<file path="src/rtl/bridge_pkg.sv">
package bridge_pkg;

    typedef enum logic [1:0] {
        ST_IDLE    = 2'd0,
        ST_RD_WAIT = 2'd1,
        ST_WR_WAIT = 2'd2
    } xfer_state_e;

    typedef enum logic [1:0] {
        SEL_NONE   = 2'd0,
        SEL_PERIPH = 2'd1,
        SEL_STATUS = 2'd2,
        SEL_RDHOLD = 2'd3
    } region_e;

    localparam int STAT_BUSY_BIT = 0;
    localparam int STAT_OVR_BIT  = 1;

endpackage

</file>
<file path="src/rtl/bridge_addr_decode.sv">
module bridge_addr_decode
    import bridge_pkg::*;
#(
    parameter int          DW        = 8,
    parameter int          PA_W      = 6,
    parameter int unsigned PER_TAG   = 0,
    parameter int unsigned STAT_ADDR = 8'hFE,
    parameter int unsigned RDAT_ADDR = 8'hFF
) (
    input  logic [DW-1:0] addr,
    output region_e       region
);
    localparam int TAG_W = DW - PA_W;

    always_comb begin
        if (addr[DW-1:PA_W] == TAG_W'(PER_TAG))
            region = SEL_PERIPH;
        else if (addr == DW'(STAT_ADDR))
            region = SEL_STATUS;
        else if (addr == DW'(RDAT_ADDR))
            region = SEL_RDHOLD;
        else
            region = SEL_NONE;
    end
endmodule

</file>
<file path="src/rtl/bridge_sync.sv">
module bridge_sync #(
    parameter int STAGES = 2
) (
    input  logic clk,
    input  logic rst_n,
    input  logic d,
    output logic q
);
    logic [STAGES-1:0] chain;

    always_ff @(posedge clk or negedge rst_n) begin
        if (!rst_n) begin
            chain <= '0;
        end else begin
            chain[0] <= d;
            for (int i = 1; i < STAGES; i++)
                chain[i] <= chain[i-1];
        end
    end

    assign q = chain[STAGES-1];
endmodule

</file>
<file path="src/rtl/bridge_xfer_fsm.sv">
module bridge_xfer_fsm
    import bridge_pkg::*;
(
    input  logic clk,
    input  logic rst_n,
    input  logic start_rd,
    input  logic start_wr,
    input  logic ack_rise,
    input  logic clr_ovr,
    output logic busy,
    output logic overrun,
    output logic accept,
    output logic rd_done,
    output logic per_rd,
    output logic per_wr
);
    xfer_state_e state, state_nx;

    always_ff @(posedge clk or negedge rst_n) begin
        if (!rst_n) state <= ST_IDLE;
        else        state <= state_nx;
    end

    always_comb begin
        state_nx = state;
        unique case (state)
            ST_IDLE: begin
                if (start_wr)      state_nx = ST_WR_WAIT;
                else if (start_rd) state_nx = ST_RD_WAIT;
            end
            ST_RD_WAIT: if (ack_rise) state_nx = ST_IDLE;
            ST_WR_WAIT: if (ack_rise) state_nx = ST_IDLE;
            default:    state_nx = ST_IDLE;
        endcase
    end

    always_comb begin
        busy    = (state != ST_IDLE);
        per_rd  = (state == ST_RD_WAIT);
        per_wr  = (state == ST_WR_WAIT);
        accept  = (state == ST_IDLE) && (start_rd || start_wr);
        rd_done = (state == ST_RD_WAIT) && ack_rise;
    end

    always_ff @(posedge clk or negedge rst_n) begin
        if (!rst_n)
            overrun <= 1'b0;
        else if ((state != ST_IDLE) && (start_rd || start_wr))
            overrun <= 1'b1;
        else if (clr_ovr)
            overrun <= 1'b0;
    end
endmodule

</file>
<file path="src/rtl/cpu_periph_bridge.sv">
module cpu_periph_bridge
    import bridge_pkg::*;
#(
    parameter int          DW          = 8,
    parameter int          PA_W        = 6,
    parameter int unsigned PER_TAG     = 0,
    parameter int unsigned STAT_ADDR   = 8'hFE,
    parameter int unsigned RDAT_ADDR   = 8'hFF,
    parameter int          SYNC_STAGES = 2
) (
    input  logic            clk,
    input  logic            rst_n,
    input  logic [DW-1:0]   cpu_ad_in,
    output logic [DW-1:0]   cpu_ad_out,
    output logic            cpu_ad_oe,
    input  logic            cpu_ale,
    input  logic            cpu_rd,
    input  logic            cpu_wr,
    output logic            per_rd,
    output logic            per_wr,
    output logic [PA_W-1:0] per_addr,
    output logic [DW-1:0]   per_wdata,
    input  logic [DW-1:0]   per_rdata,
    input  logic            per_ack
);
    logic          ale_q, rd_q, wr_q, ack_q, ack_s;
    logic [DW-1:0] addr_q, rdata_q, status;
    region_e       region;
    logic          rd_start, wr_start, per_hit, ack_rise, clr_ovr;
    logic          busy, overrun, accept, rd_done;

    // bus sampling and address capture on the falling edge of ALE
    always_ff @(posedge clk or negedge rst_n) begin
        if (!rst_n) begin
            ale_q  <= 1'b0;
            rd_q   <= 1'b0;
            wr_q   <= 1'b0;
            ack_q  <= 1'b0;
            addr_q <= '0;
        end else begin
            ale_q <= cpu_ale;
            rd_q  <= cpu_rd;
            wr_q  <= cpu_wr;
            ack_q <= ack_s;
            if (ale_q && !cpu_ale)
                addr_q <= cpu_ad_in;
        end
    end

    bridge_addr_decode #(
        .DW(DW), .PA_W(PA_W), .PER_TAG(PER_TAG),
        .STAT_ADDR(STAT_ADDR), .RDAT_ADDR(RDAT_ADDR)
    ) u_dec (
        .addr   (addr_q),
        .region (region)
    );

    bridge_sync #(.STAGES(SYNC_STAGES)) u_ack_sync (
        .clk   (clk),
        .rst_n (rst_n),
        .d     (per_ack),
        .q     (ack_s)
    );

    assign rd_start = cpu_rd && !rd_q;
    assign wr_start = cpu_wr && !wr_q;
    assign per_hit  = (region == SEL_PERIPH);
    assign ack_rise = ack_s && !ack_q;
    assign clr_ovr  = wr_start && (region == SEL_STATUS) && cpu_ad_in[STAT_OVR_BIT];

    bridge_xfer_fsm u_fsm (
        .clk      (clk),
        .rst_n    (rst_n),
        .start_rd (rd_start && per_hit),
        .start_wr (wr_start && per_hit),
        .ack_rise (ack_rise),
        .clr_ovr  (clr_ovr),
        .busy     (busy),
        .overrun  (overrun),
        .accept   (accept),
        .rd_done  (rd_done),
        .per_rd   (per_rd),
        .per_wr   (per_wr)
    );

    // frozen address, write buffer and read-holding buffer
    always_ff @(posedge clk or negedge rst_n) begin
        if (!rst_n) begin
            per_addr  <= '0;
            per_wdata <= '0;
            rdata_q   <= '0;
        end else begin
            if (accept) begin
                per_addr <= addr_q[PA_W-1:0];
                if (wr_start)
                    per_wdata <= cpu_ad_in;
            end
            if (rd_done)
                rdata_q <= per_rdata;
        end
    end

    always_comb begin
        status                = '0;
        status[STAT_BUSY_BIT] = busy;
        status[STAT_OVR_BIT]  = overrun;
        cpu_ad_oe  = cpu_rd && (region != SEL_NONE);
        cpu_ad_out = (region == SEL_STATUS) ? status : rdata_q;
    end
endmodule

</file>
<file path="config.mk">
export PLATFORM = sky130hd
export DESIGN_NAME = cpu_periph_bridge
export DESIGN_NICKNAME = d
export VERILOG_FILES = /design/src/rtl/bridge_pkg.sv /design/src/rtl/bridge_addr_decode.sv /design/src/rtl/bridge_sync.sv /design/src/rtl/bridge_xfer_fsm.sv /design/src/rtl/cpu_periph_bridge.sv
export SDC_FILE = /design/constraint.sdc
export NUM_CORES = 1
export LEC_CHECK = 0
export ABC_AREA = 0
export BUFFER_PORTS_ARGS = -buffer_cell sky130_fd_sc_hd__buf_2
export CORE_MARGIN = 1
export CORE_UTILIZATION = 50
export DETAILED_ROUTE_END_ITERATION = 12
export PLACE_DENSITY = 0.88
export RECOVER_POWER = 25
export SYNTH_ARGS = -nofsm -noshare
export SYNTH_HDL_FRONTEND = slang
export SYNTH_SLANG_ARGS = --single-unit
export TNS_END_PERCENT = 50
</file>
<file path="constraint.sdc">
create_clock -name clk -period 1.8 [get_ports clk]
set_input_delay 0.36 -clock clk [delete_from_list [all_inputs] [get_ports clk]]
set_output_delay 0.36 -clock clk [all_outputs]
set_load 0.01 [all_outputs]
</file>
# == After elaboration in Yosys (flattened, before gate mapping) ==
# Index checks and enable logic that the tools add are counted.
# classes
n_mux,10
n_eq_ne,8
n_reduce_logical,25
# ops
cell,n
$eq A8 B8 Y1 const B,2
$logic_and A1 B1 Y1,12
$mux W2,6
$mux W8,1
$reduce_bool A2 Y1,3
$eq A2 B1 Y1 const B,2
$eq A2 B2 Y1 const B,2
$logic_not A1 Y1,4
$logic_not A2 Y1,2
$pmux W2 S2,1
$reduce_and A2 Y1,2
$ne A3 B1 Y1 const B,1
$mux W1,2
$ne A2 B1 Y1 const B,1
$reduce_or A2 Y1,1
$logic_or A1 B1 Y1,1
# totals
out_inout_bits,25
in_bits,22
regBits,39

# == Logic depth before layout (Yosys ltp) ==
# Gate-level depths: netlist of run 1.
# logic_depth
depth_word,9
depth_mapped,5
ltp_nobuf,5

# == Modules after synthesis ==
# Synthesis of run 1 repeated with hierarchy kept, for this count alone.
# unflattened
hier_cells,112
area_unflattened_um2,1639.1
# modules_own_cells
mod,area_per_inst_um2,n_inst,cells_each
cpu_periph_bridge,1360.1,1,85
bridge_xfer_fsm,201.4,1,20
bridge_sync,50.0,1,2
bridge_addr_decode,27.5,1,5

# == Least setup slack after synthesis of run 1 ==
# No wires, ideal clock.
# synth_timing
path_type,register -> output
startpoint,register addr_q[7]
endpoint,output port cpu_ad_out[0]
t_required_ns,1.440
path_buffers,0
arrival_time_ns,1.304
slack_ns,0.136
stages_incl_launch_ff,4
path_cell_list,dfrtp_1 -> nand4_1 -> nor3_2 -> mux2_2
# synth_via
elab_chain_len,6
word_cells_on_any_way,8
# synth_lines
element,line,source
from (decl),cpu_periph_bridge.sv:27,"logic [DW-1:0] addr_q, rdata_q, status;"
from (signal assigned),cpu_periph_bridge.sv:46,addr_q <= cpu_ad_in;
$eq A8 B8 Y1,bridge_addr_decode.sv:20,else if (addr == DW'(RDAT_ADDR))
$mux W2,bridge_addr_decode.sv:20,
$mux W2,bridge_addr_decode.sv:18,else if (addr == DW'(STAT_ADDR))
$mux W2 *,bridge_addr_decode.sv:16,if (addr[DW-1:PA_W] == TAG_W'(PER_TAG))
$eq A2 B2 Y1 *,cpu_periph_bridge.sv:108,cpu_ad_out = (region == SEL_STATUS) ? status : rdata_q;
$mux W8 *,cpu_periph_bridge.sv:108,
to (decl),cpu_periph_bridge.sv:14,"output logic [DW-1:0] cpu_ad_out,"
# Every way passes the cells marked *; elsewhere a longest branch is shown, timed or not.

# == Final worst setup path of run 1 ==
# layout_timing
startpoint,register addr_q[2]
endpoint,output port cpu_ad_out[1]
# layout_via
elab_chain_len,6
word_cells_on_any_way,7
# layout_lines
element,line
$eq A8 B8 Y1,bridge_addr_decode.sv:20
$mux W2,bridge_addr_decode.sv:20
$mux W2 *,bridge_addr_decode.sv:18
$mux W2 *,bridge_addr_decode.sv:16
$eq A2 B2 Y1 *,cpu_periph_bridge.sv:108
$mux W8 *,cpu_periph_bridge.sv:108
# Marked as above.

==> results of run 1 <==
[worst register-to-register path: stages (launching register included)]
cell and delay (ps):
dfrtp_1 390, buf_4 150, or4b_4 540, a2111oi_2 360
a211o_1 150
[per-stage QoR]
| stage | utilization (%) | hold WS, ps |
|---|---|---|
| after floorplan | - | 64.4 |
| after global placement | 63.5 | 344 |
| after detailed placement | 63.5 | 346 |
| after CTS | 67.9 | 52.2 |
| after global routing | 67.8 | 103 |
| final | 67.8 | 117 |
[Yosys cell counts]
master     count  area share [%]
a2111oi_2      1            0.93
a211o_1        1            0.54
a211oi_1       1            0.47
a22oi_1        2            0.93
and2_1         1            0.39
and3b_1        1            0.54
clkbuf_1       1            0.23
dfrtp_1       39              61
ha_1           3             2.3
inv_1          4            0.93
mux2_2        32              22
nand2b_1       1            0.39
nand3_1        1            0.31
nand3_2        1            0.62
nand3b_1       1            0.47
nand4_1        1            0.39
nor2_1         2            0.47
nor2b_1        9             3.5
nor3_1         1            0.31
nor3_2         1            0.62
o211ai_2       1            0.78
o21a_1         1            0.47
o21ai_0        1            0.31
o22ai_1        1            0.39
or4b_4         1            0.85
[how the worst min path moves through the flow]
stage                                  start                            end  slack, ps  depth (start not counted)
6_report                              cpu_wr                 wr_q$_DFF_PN0_        120                          1
5_1_grt                               cpu_wr                 wr_q$_DFF_PN0_        100                          1
4_1_cts                                rst_n       per_wdata[6]$_DFFE_PN0P_         50                          2
3_5_place_dp   u_ack_sync.chain[0]$_DFF_PN0_  u_ack_sync.chain[1]$_DFF_PN0_        350                          0
3_3_place_gp   u_ack_sync.chain[0]$_DFF_PN0_  u_ack_sync.chain[1]$_DFF_PN0_        340                          0
2_1_floorplan                          rst_n                ack_q$_DFF_PN0_         60                          0
[flip-flops by register name, summed over array words and instances (netlist names)]
register and flops:
rd_q 1, u_fsm.overrun 1, u_fsm.state 2, per_wdata 8, u_ack_sync.chain 2, addr_q 8, ale_q 1, rdata_q 8
per_addr 6, ack_q 1, wr_q 1
[cells by family after synthesis]
| family | Yosys count | synth area share (%) |
|---|---|---|
| simple gates | 21 | 8.84 |
| buf+inv | 5 | 1.16 |
| flops | 39 | 60.5 |
| compound gates | 9 | 4.81 |
| fa+ha+maj | 3 | 2.33 |
| mux | 32 | 22.3 |
[area by class of cell]
class,count,area share [%]
Timing Repair Buffer,57,15.5
Clock buffer,6,2.48
Tap cell,44,2.66
Inverter,4,0.726
Sequential cell,39,47.2
Clock inverter,1,0.242
Multi-Input combinational cell,65,31.3
[what timing repair did]
item                       in CTS  in global routing
setup endpoints to repair       9                  9
gates resized for setup         9                  1
setup buffers                   6                  1
pin swaps                       2                  0
[power breakdown]
part           internal, mW  switching [mW]  total, mW
Combinational         0.619           0.509       1.13
Sequential             1.18           0.152       1.33
Clock                 0.181           0.271      0.452
[metal layers]
layer,GRT usage (%),share of wire [%],wire (um)
met4,11.9,1.7,52
met3,5.71,6.7,206
met1,21.4,39,1210
met2,37.2,52,1600
met5,0,0,0
==> metrics.yaml, run 1 <==
timing:
  fin_ws_ps: -158
  finalClockSkew_ps: 10.6
  fin_crit_ps: 1960
  post-route-period-util_pct: 109
  maxSlewHeadroom_pct: 37.2
  rsz0062_at_grt: "true"
  finalHoldViolCount: 0
  tightest_slew_ps: 942
  setup_tns_ps: -721
  setup_viol: 8
  final-max-slew-violation-count: 0
  fmax_mhz: 511
placement:
  dpl.hpwl_um: 2220
  place_inst: 204
  place_ws_ps: 90.9
  gp_congestion: 0.750
  placed_area_um2: 1940
  place.port_buffers: 46
yosys:
  yosysUniqueCellTypes: 25
  avgSynthCellArea_um2: 14.8
  ys_ff_latch: 39
  netlist_area_um2: 1610
  syn_nets: 134
  yosysSeqAreaShare_pct: 60.5
  syn_inst: 109
  ys_warn_count: 0
worst_setup_path:
  ff2ff_path_depth: 4
  rrSetupSlack_ps: 150
  cp_cell_sequence: "nand4_1 -> nor3_4 -> mux2_4 -> buf_6"
  rr_endpoint: "u_fsm.state[0]$_DFFE_PN0P_"
  cp_data_arrival_time_ps: 1600
  critPathSlowestCell: "dfrtp_1"
  cp_max_fo: 4
  r2r_start: "addr_q[6]$_DFFE_PN0P_"
  cp-startpoint: "addr_q[2]$_DFFE_PN0P_"
  start_kind: "register"
  path_class: "reg -> out"
  cp-endpoint: "cpu_ad_out[1]"
  crit_family: "simple AND/OR/NAND/NOR gates"
  critPathMaxStageDelay_ps: 370
  worst-path-stages: 4
  cp-end-kind: "output port"
  crit_required_ps: 1440
  crit_buf_inv: 1
layout:
  fillers: 250
  seq_area_um2: 976
  diodes: 0
  drive_above_1_share_pct: 59.3
  final_cell_mix: "42 x buf_2, 39 x dfrtp_1, 30 x mux2_2"
  final_common_cell: "buf_2"
  nets: 197
  fin_area_um2: 2070
  area_growth_pct: 28.3
  multi_input_area_um2: 647
  fin_cells: 216
power:
  ir_drop_mv: 0.763
  powerDensity_nw_per_um2: 1410
  leakage_nw: 0.994
  power_mw: 2.91
route:
  drt-pass1-iter-count: 4
  drc: 0
  routedWlPerCell_um: 14.2
  finalWirelength_um: 3070
  antenna_left: 0
  drtIter0Drc: 36
  vias_per_cell: 5.06
  vias: 1093
min_path:
  hold_path.class: "in -> reg"
clock_network:
  clk_pin_slew_ps: 110
  cts_sinks: 39
  cts_tree: "built"
  cts.htree.levels: 2
  clockBufferDepth: 2
  cts_hold_buf: 0
  insertion_delay_ps: 350
  cts_buffers: 5
  clockRootBuffer: "clkbuf_4"
flow_run:
  maxCapViolCount: 0
die:
  boundaryPins: 47
  core_um2: 3050
  die_w_um: 58.8
  fp-row-count: 20
  fp.dieH_um: 58.8
  initial_core_util_pct: 52.8
  dieArea_um2: 3460
status:
  status: "finished with violations"
  violations: "setup timing"
global_route:
  grt_pass1_vias: 1217
  antenna_found_initial: 0
  grt.total_usage_pct: 20.7
  grt_pass1_wl_um: 5110
  gr-total-overflow: 0
  grt_max_degree: 40
(Power assumes the default switching activity.)
==> run 2, diff against run 1 <==
--- a/config.mk
+++ b/config.mk
@@ -8,9 +8,9 @@
 export ABC_AREA = 0
 export BUFFER_PORTS_ARGS = -buffer_cell sky130_fd_sc_hd__buf_2
 export CORE_MARGIN = 1
-export CORE_UTILIZATION = 50
+export CORE_UTILIZATION = 40
 export DETAILED_ROUTE_END_ITERATION = 12
-export PLACE_DENSITY = 0.88
+export PLACE_DENSITY = 0.75
 export RECOVER_POWER = 25
 export SYNTH_ARGS = -nofsm -noshare
 export SYNTH_HDL_FRONTEND = slang
==> constraint.sdc (replaced) <==
create_clock -name clk -period 1.8 [get_ports clk]
set_input_delay 0.27 -clock clk [delete_from_list [all_inputs] [get_ports clk]]
set_output_delay 0.27 -clock clk [all_outputs]
set_load 0.01 [all_outputs]
==> metrics.yaml, run 2 (synthesis gave the netlist of run 1 again) <==
die:
  boundaryPins: 47
  core_um2: 3770
  fp-row-count: 22
  dieArea_um2: 4290
  fp.dieH_um: 65.5
  initial_core_util_pct: 42.8
  die_w_um: 65.5
route:
  vias: 1116
  vias_per_cell: 5.05
  drc: 0
  antenna_left: 0
  routedWlPerCell_um: 14.8
  finalWirelength_um: 3260
  drtIter0Drc: 24
  drt-pass1-iter-count: 4
placement:
  dpl.hpwl_um: 2360
  place_inst: 207
  placed_area_um2: 1940
  place_ws_ps: 108
  place.port_buffers: 46
  gp_congestion: 0.764
status:
  violations: "setup timing"
  status: "finished with violations"
clock_network:
  clockRootBuffer: "clkbuf_8"
  cts.htree.levels: 2
  cts_buffers: 5
  cts_hold_buf: 0
  clockBufferDepth: 2
  insertion_delay_ps: 290
  clk_pin_slew_ps: 70
  cts_tree: "built"
  cts_sinks: 39
timing:
  fin_ws_ps: -38.2
  finalClockSkew_ps: 8.12
  final-max-slew-violation-count: 0
  tightest_slew_ps: 918
  rsz0062_at_grt: "true"
  fin_crit_ps: 1840
  post-route-period-util_pct: 102
  maxSlewHeadroom_pct: 38.8
  finalHoldViolCount: 0
  setup_viol: 4
  hold_slack_ps: 96.3
  fmax_mhz: 544
global_route:
  grt_max_degree: 40
  antenna_found_initial: 0
  grt_pass1_wl_um: 5400
  gr-total-overflow: 0
  grt.total_usage_pct: 17.3
  grt_pass1_vias: 1176
worst_setup_path:
  cp_data_arrival_time_ps: 1570
  crit_buf_inv: 1
  cp-end-kind: "output port"
  critPathMaxStageDelay_ps: 390
  cp_max_fo: 5
  crit_required_ps: 1530
  path_class: "reg -> out"
  cp_cell_sequence: "nand3_2 -> nor3_4 -> mux2_4 -> buf_6"
  critPathSlowestCell: "dfrtp_1"
  start_kind: "register"
  crit_family: "simple AND/OR/NAND/NOR gates"
flow_run:
  maxCapViolCount: 0
layout:
  reg_top3: "addr_q: 8 flops, per_wdata: 8 flops, rdata_q: 8 flops"
  final_util_pct: 55.9
  drive_above_1_share_pct: 58.4
  nets: 197
  area_growth_pct: 30.8
  diodes: 0
  fin_area_um2: 2110
  fillers: 310
  final_cell_mix: "41 x buf_2, 39 x dfrtp_1, 30 x mux2_2"
  final_common_cell: "buf_2"
  fin_cells: 221
min_path:
  hold_path.class: "in -> reg"
power:
  leakage_nw: 1.01
  powerDensity_nw_per_um2: 1440
  ir_drop_mv: 0.780
==> run 2: report_power, final <==
group	total, mW	switching [mW]	internal (mW)	leakage (nW)
Combinational	1.15	0.517	0.632	0.508
Clock	0.557	0.286	0.272	0.0422
Sequential	1.34	0.157	1.18	0.460
==> run 2: path summary, 6_finish.rpt <==
path	startpoint	to	slack, ps	cells past startpoint
max	addr_q[4]$_DFFE_PN0P_	cpu_ad_out[1]	-40	4
min	cpu_wr	wr_q$_DFF_PN0_	100	1
max reg2reg	addr_q[6]$_DFFE_PN0P_	u_fsm.state[0]$_DFFE_PN0P_	170	4
min reg2reg	u_ack_sync.chain[0]$_DFF_PN0_	u_ack_sync.chain[1]$_DFF_PN0_	340	0
max in group asynchronous	rst_n	rdata_q[5]$_DFFE_PN0P_	1040	2
min in group asynchronous	rst_n	per_wdata[4]$_DFFE_PN0P_	190	2
==> run 2: per-stage QoR <==
stage	power, mW	TNS [ps]
final	3.04	-100
after global routing	3.22	-435
after CTS	3.03	-83.9
after detailed placement	2.40	0
after global placement	2.34	0
after floorplan	1.97	0
==> run 2: cell type report <==
class / count / area, um^2 / share of cell area (%)
Clock buffer: 7 / 76.3 / 3.62
Clock inverter: 1 / 5.00 / 0.237
Inverter: 4 / 15.0 / 0.712
Multi-Input combinational cell: 65 / 647 / 30.7
Sequential cell: 39 / 976 / 46.3
Tap cell: 48 / 60.1 / 2.85
Timing Repair Buffer: 57 / 330 / 15.7
==> run 2: metal layers <==
| metal | routed length (um) | global-route usage, % | part of all wire (%) |
|---|---|---|---|
| met5 | 0 | 0 | 0 |
| met4 | 44 | 7.07 | 1.3 |
| met3 | 137 | 5.21 | 4.2 |
| met2 | 1800 | 29.5 | 55 |
| met1 | 1280 | 20.0 | 39 |
==> run 2: worst reg2reg max path: cells and delay by family (launching register included) <==
family,cells,cell delay (ps)
and+or+nand+nor,1,550
AOI/OAI and AO/OA,2,480
DFF,1,390
buffers and inverters,1,150
==> run 2: repair_timing <==
| item | CTS | global route |
|---|---|---|
| gates cloned | 0 | 0 |
| gates resized for setup | 7 | 4 |
| buffers inserted | 5 | 3 |
| pin swaps | 2 | 0 |
| setup endpoints to repair | 8 | 8 |
==> run 3, diff against run 2 <==
--- a/config.mk
+++ b/config.mk
@@ -6,7 +6,7 @@
 export NUM_CORES = 1
 export LEC_CHECK = 0
 export ABC_AREA = 0
-export BUFFER_PORTS_ARGS = -buffer_cell sky130_fd_sc_hd__buf_2
+export BUFFER_PORTS_ARGS = -buffer_cell sky130_fd_sc_hd__buf_4
 export CORE_MARGIN = 1
 export CORE_UTILIZATION = 40
 export DETAILED_ROUTE_END_ITERATION = 12
==> metrics.yaml, run 3 (synthesis gave the netlist of run 1 again) <==
route:
  drt-pass1-iter-count: 4
  antenna_left: 0
  finalWirelength_um: 3120
  drtIter0Drc: 19
  routedWlPerCell_um: 14.3
  vias_per_cell: 4.99
  vias: 1088
  drc: 0
global_route:
  antenna_found_initial: 0
  grt_max_degree: 40
  gr-total-overflow: 0
  grt.total_usage_pct: 16.8
  grt_pass1_vias: 1193
  grt_pass1_wl_um: 5320
status:
  status: "finished with violations"
  violations: "setup timing"
die:
  core_um2: 3770
  boundaryPins: 47
  fp.dieH_um: 65.5
  initial_core_util_pct: 42.8
  dieArea_um2: 4290
  die_w_um: 65.5
  fp-row-count: 22
worst_setup_path:
  cp_cell_sequence: "nand4_1 -> nor3_4 -> mux2_4 -> buf_6"
  cp-end-kind: "output port"
  path_class: "reg -> out"
  rr_endpoint: "u_fsm.state[0]$_DFFE_PN0P_"
  ff2ff_path_depth: 4
  start_kind: "register"
  r2r_start: "addr_q[6]$_DFFE_PN0P_"
  critPathMaxStageDelay_ps: 360
  rrSetupSlack_ps: 150
  cp_max_fo: 4
  crit_required_ps: 1530
  critPathSlowestCell: "dfrtp_1"
  cp_data_arrival_time_ps: 1560
timing:
  maxSlewHeadroom_pct: 39.2
  finalHoldViolCount: 0
  fin_crit_ps: 1830
  final-max-slew-violation-count: 0
  setup_viol: 2
  post-route-period-util_pct: 102
  fmax_mhz: 546
  tightest_slew_ps: 912
  fin_ws_ps: -33.1
  finalClockSkew_ps: 4.50
  rsz0062_at_grt: "true"
clock_network:
  insertion_delay_ps: 290
  clk_pin_slew_ps: 70
  clockRootBuffer: "clkbuf_8"
  cts_buffers: 5
  clockBufferDepth: 2
  cts.htree.levels: 2
  cts_sinks: 39
  cts_tree: "built"
layout:
  final_cell_mix: "46 x buf_4, 39 x dfrtp_1, 30 x mux2_2"
  reg_top3: "addr_q: 8 flops, per_wdata: 8 flops, rdata_q: 8 flops"
  area_growth_pct: 35.2
  final_common_cell: "buf_4"
  drive_above_1_share_pct: 57.1
  fin_area_um2: 2180
  diodes: 0
  seq_area_um2: 976
  final_util_pct: 57.8
  fillers: 313
  nets: 194
  multi_input_area_um2: 639
placement:
  gp_congestion: 0.729
  placed_area_um2: 2040
  dpl.hpwl_um: 2320
  place.port_buffers: 46
min_path:
  hold_path.class: "in -> reg"
  worst_hold_path.endpoint: "u_ack_sync.chain[0]$_DFF_PN0_"
  whs_path_depth: 1
  min_from: "per_ack"
power:
  powerDensity_nw_per_um2: 1440
  ir_drop_mv: 0.723
  leakage_nw: 1.02
flow_run:
  maxCapViolCount: 0
-- run 3: cell types whose count changed in the layout (fill, tap and decap cells not counted) --
cell / previous run / this run
nor2b_4: 1 / 0
buf_6: 4 / 2
buf_2: 41 / 0
dlygate4sd3_1: 0 / 1
clkbuf_4: 0 / 3
nor2b_1: 8 / 9
clkbuf_1: 4 / 3
buf_4: 9 / 46
-- run 3: what timing repair did --
action / in CTS / in global routing
setup endpoints to repair: 8 / 8
cloned: 0 / 0
endpoints found under the hold margin: 39 / 0
hold buffers: 1 / 0
buffers inserted: 4 / 1
gates resized for setup: 7 / 0
pin swaps: 2 / 0
-- run 3: critical path, delay by kind of cell (launching register included) --
kind | cells | cell delay [ps]
AND/OR/NAND/NOR | 2 | 450
buffers and inverters | 1 | 120
multiplexers | 1 | 340
flip-flops | 1 | 360
-- run 3: routing by layer --
metal	up-vias	track usage [%]	part of all wire, %
li1	508	-	-
met1	553	19.8	41
met2	22	28.5	53
met3	5	4.34	3.6
met4	0	8.15	1.8
met5	-	0	0
-- run 3: how the worst max path moves through the flow --
stage                    endpoint             startpoint
floorplan           cpu_ad_out[0]  addr_q[7]$_DFFE_PN0P_
global placement    cpu_ad_out[1]  addr_q[7]$_DFFE_PN0P_
detailed placement  cpu_ad_out[0]  addr_q[7]$_DFFE_PN0P_
CTS                 cpu_ad_out[0]  addr_q[2]$_DFFE_PN0P_
global route        cpu_ad_out[0]  addr_q[2]$_DFFE_PN0P_
finish              cpu_ad_out[0]  addr_q[2]$_DFFE_PN0P_
-- run 3: final cells by class --
cell class	count	area share, %
repair buffers	54	18.8
inverters	4	0.688
well taps	48	2.75
multi-input cells	65	29.3
flip-flops and latches	39	44.8
clock buffers	7	3.50
clock inverters	1	0.229
-- run 3: through the flow --
step	total power [mW]	setup slack [ps]	TNS [ps]	hold WS [ps]	instances
after floorplan	1.97	226	0	-25.6	109
after global placement	2.50	143	0	257	206
after detailed placement	2.56	87.4	0	262	206
after CTS	3.17	-34.6	-68.6	83.9	217
after global routing	3.32	-132	-521	101	218
final	3.14	-33.1	-62.0	111	218
-- run 3: where the power goes --
| part | switching (mW) | leakage, nW | total (mW) | internal [mW] |
|---|---|---|---|---|
| sequential | 0.156 | 0.460 | 1.33 | 1.18 |
| combinational | 0.509 | 0.519 | 1.25 | 0.741 |
| clock | 0.282 | 0.0422 | 0.553 | 0.272 |
